--- config.mk ---
export PLATFORM = sky130hd
export DESIGN_NAME = pp_pwm_core
export DESIGN_NICKNAME = d
export VERILOG_FILES = /design/src/rtl/pp_pwm_pkg.sv /design/src/rtl/pp_ramp_osc.sv /design/src/rtl/pp_pwm_latch.sv /design/src/rtl/pp_out_steer.sv /design/src/rtl/pp_pwm_core.sv
export SDC_FILE = /design/constraint.sdc
export NUM_CORES = 1
export LEC_CHECK = 0
export ABC_AREA = 0
export BUFFER_PORTS_ARGS = -buffer_cell sky130_fd_sc_hd__buf_4
export CORE_MARGIN = 2
export CORE_UTILIZATION = 33
export DETAILED_ROUTE_END_ITERATION = 8
export GPL_TIMING_DRIVEN = 0
export PLACE_DENSITY = 0.51
export SLEW_MARGIN = 20
export SYNTH_ARGS = -nofsm -noshare
export SYNTH_HDL_FRONTEND = slang
export SYNTH_SLANG_ARGS = --single-unit
--- constraint.sdc ---
create_clock -name clk -period 3.7 [get_ports clk]
set_input_delay 0 -clock clk [delete_from_list [all_inputs] [get_ports clk]]
set_output_delay 0 -clock clk [all_outputs]
set_load 0.02 [all_outputs]
--- src/rtl/pp_pwm_pkg.sv ---
package pp_pwm_pkg;
  typedef enum logic {OSC_RAMP = 1'b0, OSC_DEAD = 1'b1} osc_st_e;
  typedef enum logic {POL_NOR = 1'b0, POL_OR = 1'b1} pol_e;
endpackage

--- src/rtl/pp_ramp_osc.sv ---
module pp_ramp_osc
  import pp_pwm_pkg::*;
#(
  parameter int CNT_W = 8,
  parameter int DT_W  = 4
) (
  input  logic             clk,
  input  logic             rst_n,
  input  logic [CNT_W-1:0] period,
  input  logic [DT_W-1:0]  dead_len,
  input  logic             sync_in,
  output logic [CNT_W-1:0] ramp,
  output logic             in_dead,
  output logic             cyc_start
);
  osc_st_e          st;
  logic [DT_W-1:0]  dcnt;
  logic [DT_W-1:0]  dt_q;
  logic [CNT_W-1:0] per_q;
  logic             sync_q;
  logic             sync_rise;
  logic             ramp_end;

  function automatic logic at_top(input logic [CNT_W-1:0] r, input logic [CNT_W-1:0] p);
    return r == p;
  endfunction

  assign sync_rise = sync_in & ~sync_q;
  assign in_dead   = (st == OSC_DEAD);
  assign cyc_start = in_dead && (dcnt == dt_q);
  assign ramp_end  = !in_dead && (sync_rise || at_top(ramp, per_q));

  always_ff @(posedge clk or negedge rst_n) begin
    if (!rst_n) begin
      st     <= OSC_DEAD;
      dcnt   <= '0;
      dt_q   <= '0;
      per_q  <= '0;
      ramp   <= '0;
      sync_q <= 1'b0;
    end else begin
      sync_q <= sync_in;
      if (cyc_start) begin
        st    <= OSC_RAMP;
        ramp  <= '0;
        per_q <= period;
        dt_q  <= dead_len;
      end else if (in_dead) begin
        dcnt <= dcnt + 1'b1;
      end else if (ramp_end) begin
        st   <= OSC_DEAD;
        dcnt <= '0;
      end else begin
        ramp <= ramp + 1'b1;
      end
    end
  end


  ramp_step_chk: assert property (@(posedge clk) disable iff (!rst_n)
    (!in_dead && !ramp_end) |=> (ramp == $past(ramp) + 1'b1));


  dead_hold_chk: assert property (@(posedge clk) disable iff (!rst_n)
    (in_dead && !cyc_start) |=> in_dead);


  dead_entry_chk: assert property (@(posedge clk) disable iff (!rst_n)
    ramp_end |=> (in_dead && dcnt == '0));
endmodule

--- src/rtl/pp_pwm_latch.sv ---
module pp_pwm_latch #(
  parameter int CNT_W = 8
) (
  input  logic             clk,
  input  logic             rst_n,
  input  logic             cyc_start,
  input  logic             in_dead,
  input  logic [CNT_W-1:0] ramp,
  input  logic [CNT_W-1:0] duty_cmd,
  input  logic [CNT_W-1:0] ss_limit,
  input  logic             shutdown,
  output logic             pwm_on
);
  logic             latch_q;
  logic [CNT_W-1:0] thr;
  logic             below;

  function automatic logic [CNT_W-1:0] eff_thr(input logic [CNT_W-1:0] cmd,
                                               input logic [CNT_W-1:0] lim);
    return (cmd < lim) ? cmd : lim;
  endfunction

  assign thr    = eff_thr(duty_cmd, ss_limit);
  assign below  = ramp < thr;
  assign pwm_on = ~in_dead & ~latch_q & below;

  always_ff @(posedge clk or negedge rst_n) begin
    if (!rst_n)          latch_q <= 1'b0;
    else if (cyc_start)  latch_q <= shutdown;
    else if (in_dead)    latch_q <= latch_q | shutdown;
    else                 latch_q <= latch_q | shutdown | ~below;
  end


  latch_hold_chk: assert property (@(posedge clk) disable iff (!rst_n)
    (latch_q && !cyc_start) |=> latch_q);


  shutdown_off_chk: assert property (@(posedge clk) disable iff (!rst_n)
    shutdown |=> !pwm_on);
endmodule

--- src/rtl/pp_out_steer.sv ---
module pp_out_steer
  import pp_pwm_pkg::*;
(
  input  logic       clk,
  input  logic       rst_n,
  input  logic       cyc_start,
  input  logic       pwm_on,
  input  logic       pol_or,
  output logic [1:0] drive
);
  logic       phase_q;
  logic [1:0] side_on;
  pol_e       pol;

  assign pol = pol_e'(pol_or);

  always_ff @(posedge clk or negedge rst_n) begin
    if (!rst_n)         phase_q <= 1'b1;
    else if (cyc_start) phase_q <= ~phase_q;
  end

  for (genvar g = 0; g < 2; g++) begin : g_side
    assign side_on[g] = pwm_on & (phase_q == 1'(g));
    assign drive[g]   = (pol == POL_OR) ? ~side_on[g] : side_on[g];
  end


  phase_flip_chk: assert property (@(posedge clk) disable iff (!rst_n)
    cyc_start |=> (phase_q != $past(phase_q)));


  no_handover_chk: assert property (@(posedge clk) disable iff (!rst_n)
    side_on[0] |=> !side_on[1]);
endmodule

--- src/rtl/pp_pwm_core.sv ---
module pp_pwm_core #(
  parameter int CNT_W = 8,
  parameter int DT_W  = 4
) (
  input  logic             clk,
  input  logic             rst_n,
  input  logic [CNT_W-1:0] duty_cmd,
  input  logic [CNT_W-1:0] ss_limit,
  input  logic             sync_in,
  input  logic             shutdown,
  input  logic [DT_W-1:0]  dead_len,
  input  logic [CNT_W-1:0] period,
  input  logic             pol_or,
  output logic             drive_a,
  output logic             drive_b,
  output logic             osc_pulse
);
  logic [CNT_W-1:0] ramp;
  logic             in_dead;
  logic             cyc_start;
  logic             pwm_on;
  logic [1:0]       drive;

  pp_ramp_osc #(.CNT_W(CNT_W), .DT_W(DT_W)) u_osc (
    .clk(clk), .rst_n(rst_n), .period(period), .dead_len(dead_len),
    .sync_in(sync_in), .ramp(ramp), .in_dead(in_dead), .cyc_start(cyc_start)
  );

  pp_pwm_latch #(.CNT_W(CNT_W)) u_latch (
    .clk(clk), .rst_n(rst_n), .cyc_start(cyc_start), .in_dead(in_dead),
    .ramp(ramp), .duty_cmd(duty_cmd), .ss_limit(ss_limit),
    .shutdown(shutdown), .pwm_on(pwm_on)
  );

  pp_out_steer u_steer (
    .clk(clk), .rst_n(rst_n), .cyc_start(cyc_start), .pwm_on(pwm_on),
    .pol_or(pol_or), .drive(drive)
  );

  assign drive_a   = drive[0];
  assign drive_b   = drive[1];
  assign osc_pulse = in_dead;


  pulse_blank_chk: assert property (@(posedge clk) disable iff (!rst_n)
    osc_pulse |-> (drive_a == pol_or && drive_b == pol_or));
endmodule

==> results of run 1 <==
synthesized netlist by cell type, types with 3 or more instances:
master    number  share of area, %
clkbuf_1       5               1.1
a22o_1         3               1.5
nor4_1         3               1.1
nand4_1        4               1.4
nor2_1        18               3.9
xnor2_1        6               3.0
xor2_1        17               8.5
o21ai_0        8               2.3
a21oi_1       10               2.9
nand2_1       47                10
inv_1         10               2.1
ha_1          16                11
dfrtp_1       26                37
a21o_1         3               1.3
final timing paths:
kind,from,endpoint,slack (ns),depth (start not counted)
min,rst_n,u_osc.dt_q[0],0.17,2
max reg2reg,u_osc.ramp[3],u_latch.latch_q,1.55,6
max in group asynchronous,rst_n,u_steer.phase_q,3.22,2
min in group clk,pol_or,drive_a,0.30,3
max,duty_cmd[2],drive_b,0.36,14
min reg2reg,u_osc.dt_q[2],u_osc.dt_q[2],0.50,2
routing by layer:
metal	share of wire, %	track usage, %	up-vias
met5	0	0	-
met4	1.7	4.909	0
met3	5.0	2.471	5
met2	44	20.09	32
met1	49	16.72	639
li1	-	-	779
final cells by class:
cell class | count | area (um^2) | area share (%)
Multi-Input combinational cell | 154 | 985.9 | 42.76
Sequential cell | 28 | 703.2 | 30.49
Timing Repair Buffer | 50 | 412.9 | 17.91
Tap cell | 70 | 87.58 | 3.798
Clock buffer | 4 | 55.05 | 2.387
Inverter | 10 | 37.54 | 1.628
Buffer | 6 | 23.77 | 1.031
through the flow:
step                setup WS, ns  power (mW)  utilization (%)  std cells
floorplan                 0.7334      0.9939                -        198
global placement          0.3427       1.143            41.11        303
detailed placement        0.2490       1.157            41.11        303
CTS                       0.2400       1.364            45.12        322
global route             0.06468       1.485            45.15        322
finish                    0.3606       1.342            45.15        322
report_power, final:
group | leakage (nW) | internal, mW | switching (mW)
clock | 0.0288 | 0.0955 | 0.0969
sequential | 0.341 | 0.444 | 0.127
combinational | 0.807 | 0.278 | 0.301
total | 1.18 | 0.817 | 0.525
cells by family after synthesis:
family / count (synthesis)
and+or+nand+nor: 80
AOI/OAI and AO/OA: 33
DFF: 28
xor gates and xnor gates: 23
buffers and inverters: 16
adders and majority gates: 16
muxes: 2
sequential cells by signal, indices dropped and copies added (netlist names):
register / cells
u_osc.per_q: 8
u_steer.phase_q: 1
u_osc.ramp: 8
u_osc.sync_q: 1
u_osc.in_dead: 1
u_osc.dt_q: 4
u_latch.latch_q: 1
u_osc.dcnt: 4
timing repair:
item	in CTS	in global routing
endpoints found under the setup margin	0	1
hold buffers	15	0
gates resized for setup	0	1
hold endpoints to repair	42	0
==> flow_metrics.env, run 1 <==
export IMPL_status="finished clean"
export IMPL_synth_top_family_by_area="simple AND/OR/NAND/NOR gates"
export IMPL_antenna_cells=0
export IMPL_insertion_delay_ns=0.28
export IMPL_cts_tree="built"
export IMPL_ys_async_sr_fraction_pct=100.0
export IMPL_synth_net_count=247
export IMPL_crit_arrival_ns=3.34
export IMPL_cp_max_fo=10
export IMPL_drc=0
export IMPL_worst_slew_pin_slew_ns=0.5437
export IMPL_post_drt_wl_per_cell_um=10.98
export IMPL_die_y_um=76.81
export IMPL_slowest_delay_ns=0.53
export IMPL_hold_viol_final=0
export IMPL_place_congestion=0.7268
export IMPL_netlist_instances=198
export IMPL_port_buffers=35
export IMPL_cts_root_buf="clkbuf_8"
export IMPL_synth_edff_count=0
export IMPL_period_minus_slack_ns=3.339
export IMPL_io_pins=36
export IMPL_synth_seq_cells=28
export IMPL_fin_worst_skew_ns=0.006576
export IMPL_postRouteAntennaNets=0
export IMPL_layout_drive_gt1_share_pct=17.46
export IMPL_crit_path_start_kind="primary input"
export IMPL_core_rowCount=26
export IMPL_cts_sinks=28
export IMPL_grt_pass1_vias=1374
export IMPL_antenna_found_initial=0
export IMPL_final_cell_mix="nand2_1 (47), buf_4 (35), dfrtp_1 (26)"
export IMPL_slew_viol_final=0
export IMPL_routed_wl_mm=3.535
export IMPL_stdcell_area_um2=2306
export IMPL_die_w_um=76.81
export IMPL_initial_utilization_pct=34.25
export IMPL_die_area_um2=5899
export IMPL_path_cells="buf_4 > ha_1 > a211oi_1 > o21ai_0 > a41oi_2 > clkbuf_1 > a21oi_1 > ha_1 > a2111oi_1 > nand2_1 > mux2i_1 > o2111ai_1 > xnor2_1 > buf_4"
export IMPL_fin_nets=302
export IMPL_first_pass_iters=4
export IMPL_synth_avg_cell_area_um2=8.834
export IMPL_peakVddDrop_mv=0.2653
export IMPL_yosysWarnings=0
export IMPL_area_growth_synth_to_final_pct=31.83
export IMPL_setup_tns_ns=0
export IMPL_period_share_pct=90.26
export IMPL_clk_path_buf_depth=2
export IMPL_max_clock_freq_mhz=299.5
export IMPL_synth_mux_area_share_pct=1.144
export IMPL_p_per_area_nw_per_um2=581.9
export IMPL_cp_required_ns=3.70
export IMPL_leakage_nw=1.177
export IMPL_placed_area_um2=2100
export IMPL_synth_xor_area_share_pct=11.52
export IMPL_synth_adder_area_share_pct=11.44
export IMPL_relSlewSlack_pct=63.42
export IMPL_worst_setup_path_type="in2out"
export IMPL_whs_ns=0.1741
export IMPL_vias=1455
export IMPL_critical_path_slowest_cell="a2111oi_1"
export IMPL_viasPerCell=4.519
export IMPL_rsz0062_at_grt="false"
export IMPL_dp_hpwl_mm=2.743
export IMPL_drt_iter0_drc=27
export IMPL_grt_pass1_wl_mm=6.141
export IMPL_synth_simple_area_share_pct=19.31
export IMPL_htreeDepth=1
export IMPL_numCtsBuffers=3
export IMPL_postCtsSetupBuffers=0
export IMPL_fp_coreArea_um2=5107
export IMPL_ys_types=31
export IMPL_critical_path_buf_inv_count=3
export IMPL_grt_max_degree=29
export IMPL_cp_top_family="compound AO/OA/AOI/OAI gates"
export IMPL_final_common_cell="nand2_1"
export IMPL_n_fill_cell=522
export IMPL_grtUsageTotal_pct=12.57
export IMPL_synth_compound_area_share_pct=12.88
export IMPL_hp_class="in2async"
export IMPL_end_kind="primary output"
export IMPL_gr_total_overflow=0
export IMPL_path_clk_slew_ns=0.10
export IMPL_setup_viol_count_final=0
export IMPL_ys_flop_type="dfrtp_1"
export IMPL_ys_seq_area_share_pct=40.20
export IMPL_drv_cap=0
export IMPL_syn_area_um2=1749
(Power assumes the default switching activity.)
==> run 2, diff against run 1 <==
Settings changed: ABC_CLOCK_PERIOD_IN_PS set to 3700, CORE_MARGIN 2 to 5, CORE_UTILIZATION 33 to 50, PLACE_DENSITY 0.51 to 0.72.
==> run 2 against run 1 <==
Sequential share of layout area increased by 0.80 points. Flip-flop and latch count unchanged. Largest cell class unchanged. Routed wire length decreased by 5.9%. Critical endpoint unchanged. Clock power decreased by 35%. Via count decreased by 0.62%. Maximum frequency increased by 1.7%. Final cell count decreased by 7.5%. Core utilization increased by 22 points.
==> flow_metrics.env, run 2 (synthesis results as in run 1) <==
export IMPL_p_clk_share_pct=9.8
export IMPL_rr_endpoint="u_latch.latch_q"
export IMPL_whs_ns=0.1110
export IMPL_crit_arrival_ns=3.28
export IMPL_routed_wl_mm=3.325
export IMPL_initial_utilization_pct=52.01
export IMPL_critical_path_buf_inv_count=3
export IMPL_cp_top_family="compound AO/OA/AOI/OAI gates"
export IMPL_grtUsageTotal_pct=14.66
export IMPL_worst_setup_path_type="in2out"
export IMPL_cp_required_ns=3.70
export IMPL_slowest_delay_ns=0.48
export IMPL_path_cells="buf_4 > ha_1 > a211oi_1 > o21ai_0 > a41oi_2 > clkbuf_1 > a21oi_1 > ha_1 > a2111oi_1 > nand2_1 > mux2i_1 > o2111ai_1 > xnor2_1 > buf_4"
export IMPL_leakage_nw=1.163
export IMPL_worst_slew_pin_slew_ns=0.4879
export IMPL_gr_total_overflow=0
export IMPL_critical_path_slowest_cell="a2111oi_1"
export IMPL_p_per_area_nw_per_um2=563.8
export IMPL_peakVddDrop_mv=0.4198
export IMPL_final_cell_mix="nand2_1 (47), buf_4 (35), dfrtp_1 (26)"
export IMPL_insertion_delay_ns=0.32
export IMPL_first_pass_iters=4
export IMPL_cp_max_fo=10
export IMPL_antenna_cells=0
export IMPL_layout_drive_gt1_share_pct=17.06
export IMPL_switching_share_pct=39.68
export IMPL_setup_tns_ns=0
export IMPL_antenna_found_initial=0
export IMPL_pre_cts_ws_ns=0.3028
export IMPL_fin_nets=302
export IMPL_grt_max_degree=29
export IMPL_dp_hpwl_mm=2.520
export IMPL_hp_class="in2async"
export IMPL_regToRegSetupSlack_ns=1.60
export IMPL_port_buffers=35
export IMPL_period_minus_slack_ns=3.285
export IMPL_vias=1446
export IMPL_final_cells=298
export IMPL_final_common_cell="nand2_1"
export IMPL_regArea_um2=703.2
export IMPL_path_clk_slew_ns=0.14
export IMPL_fp_coreArea_um2=3363
export IMPL_relSlewSlack_pct=67.17
export IMPL_htreeDepth=1
export IMPL_p_switching_mw=0.5027
export IMPL_seqPwrFrac_pct=44.9
export IMPL_die_w_um=69.15
export IMPL_postCtsSetupBuffers=0
export IMPL_drv_cap=0
export IMPL_grt_pass1_wl_mm=5.913
export IMPL_clk_path_buf_depth=2
export IMPL_placed_cells=279
export IMPL_setup_slack_ns=0.4154
export IMPL_area_growth_synth_to_final_pct=28.47
export IMPL_numCtsBuffers=3
export IMPL_cts_sinks=28
export IMPL_drt_iter0_drc=45
export IMPL_viasPerCell=4.852
export IMPL_status="finished clean"
export IMPL_n_fill_cell=286
export IMPL_core_rowCount=21
export IMPL_p_comb_share_pct=45.3
export IMPL_place_congestion=0.7994
export IMPL_intPower_mw=0.7642
export IMPL_reg2reg_depth=6
export IMPL_drc=0
export IMPL_postRouteAntennaNets=0
export IMPL_hold_viol_final=0
export IMPL_multi_input_area_um2=985.9
export IMPL_io_pins=36
export IMPL_cts_tree="built"
export IMPL_rsz0062_at_grt="false"
export IMPL_die_y_um=69.15
export IMPL_slew_viol_final=0
export IMPL_post_drt_wl_per_cell_um=11.16
export IMPL_fin_worst_skew_ns=0.006101
export IMPL_die_area_um2=4781
export IMPL_crit_reg2reg_launch="u_osc.ramp[3]"
export IMPL_grt_pass1_vias=1374
export IMPL_crit_path_start_kind="primary input"
export IMPL_cts_root_buf="clkbuf_4"
export IMPL_setup_viol_count_final=0
export IMPL_period_share_pct=88.77
export IMPL_end_kind="primary output"
export IMPL_max_clock_freq_mhz=304.5
export IMPL_largestRegisters="u_osc.per_q x8, u_osc.ramp x8"
==> run 2: cell counts in the layout (fill, tap and decap cells not counted) <==
No cell type changed its count.
==> run 2: area by class of cell <==
cell class | instances | area share, %
plain buffers | 6 | 1.058
clock buffers | 4 | 1.169
inverters | 10 | 1.670
multi-input cells | 154 | 43.88
flip-flops and latches | 28 | 31.29
well taps | 46 | 2.561
repair buffers | 50 | 18.37
==> run 2: how the worst max path moves through the flow <==
stage	slack [ns]	cells after the start	to	startpoint
after floorplan	0.73	13	drive_b	ss_limit[2]
after global placement	0.31	14	drive_b	duty_cmd[2]
after detailed placement	0.30	14	drive_b	duty_cmd[2]
after CTS	0.30	14	drive_b	duty_cmd[2]
after global routing	0.02	14	drive_b	duty_cmd[2]
final	0.42	14	drive_b	duty_cmd[2]
==> run 2: power groups by stage <==
stage	registers [mW]	clock network, mW	logic (mW)
2_1_floorplan	0.550	0	0.444
3_3_place_gp	0.574	0	0.555
3_5_place_dp	0.576	0	0.566
4_1_cts	0.569	0.131	0.582
5_1_grt	0.588	0.144	0.663
6_report	0.569	0.124	0.574
==> run 2: per-layer routing <==
layer  share of wire [%]  up-vias  GRT usage [%]
li1                    -      779              -
met5                   0        -              0
met2                  44       34          24.15
met4                 2.0        0          5.206
met1                  48      626          18.86
met3                 5.5        7          3.198
==> run 2: repair_timing <==
item,in CTS,in global routing
endpoints found under the hold margin,42,0
hold buffers,15,0
endpoints found under the setup margin,0,2
gates resized for setup,0,1
==> run 2: stage by stage <==
| stage | cell area [um^2] | utilization, % | power [mW] |
|---|---|---|---|
| 6_report | 2247 | 66.82 | 1.267 |
| 2_1_floorplan | 1749 | - | 0.9939 |
| 4_1_cts | 2246 | 66.78 | 1.282 |
| 3_3_place_gp | 2069 | 61.53 | 1.130 |
| 3_5_place_dp | 2069 | 61.53 | 1.143 |
| 5_1_grt | 2247 | 66.82 | 1.395 |
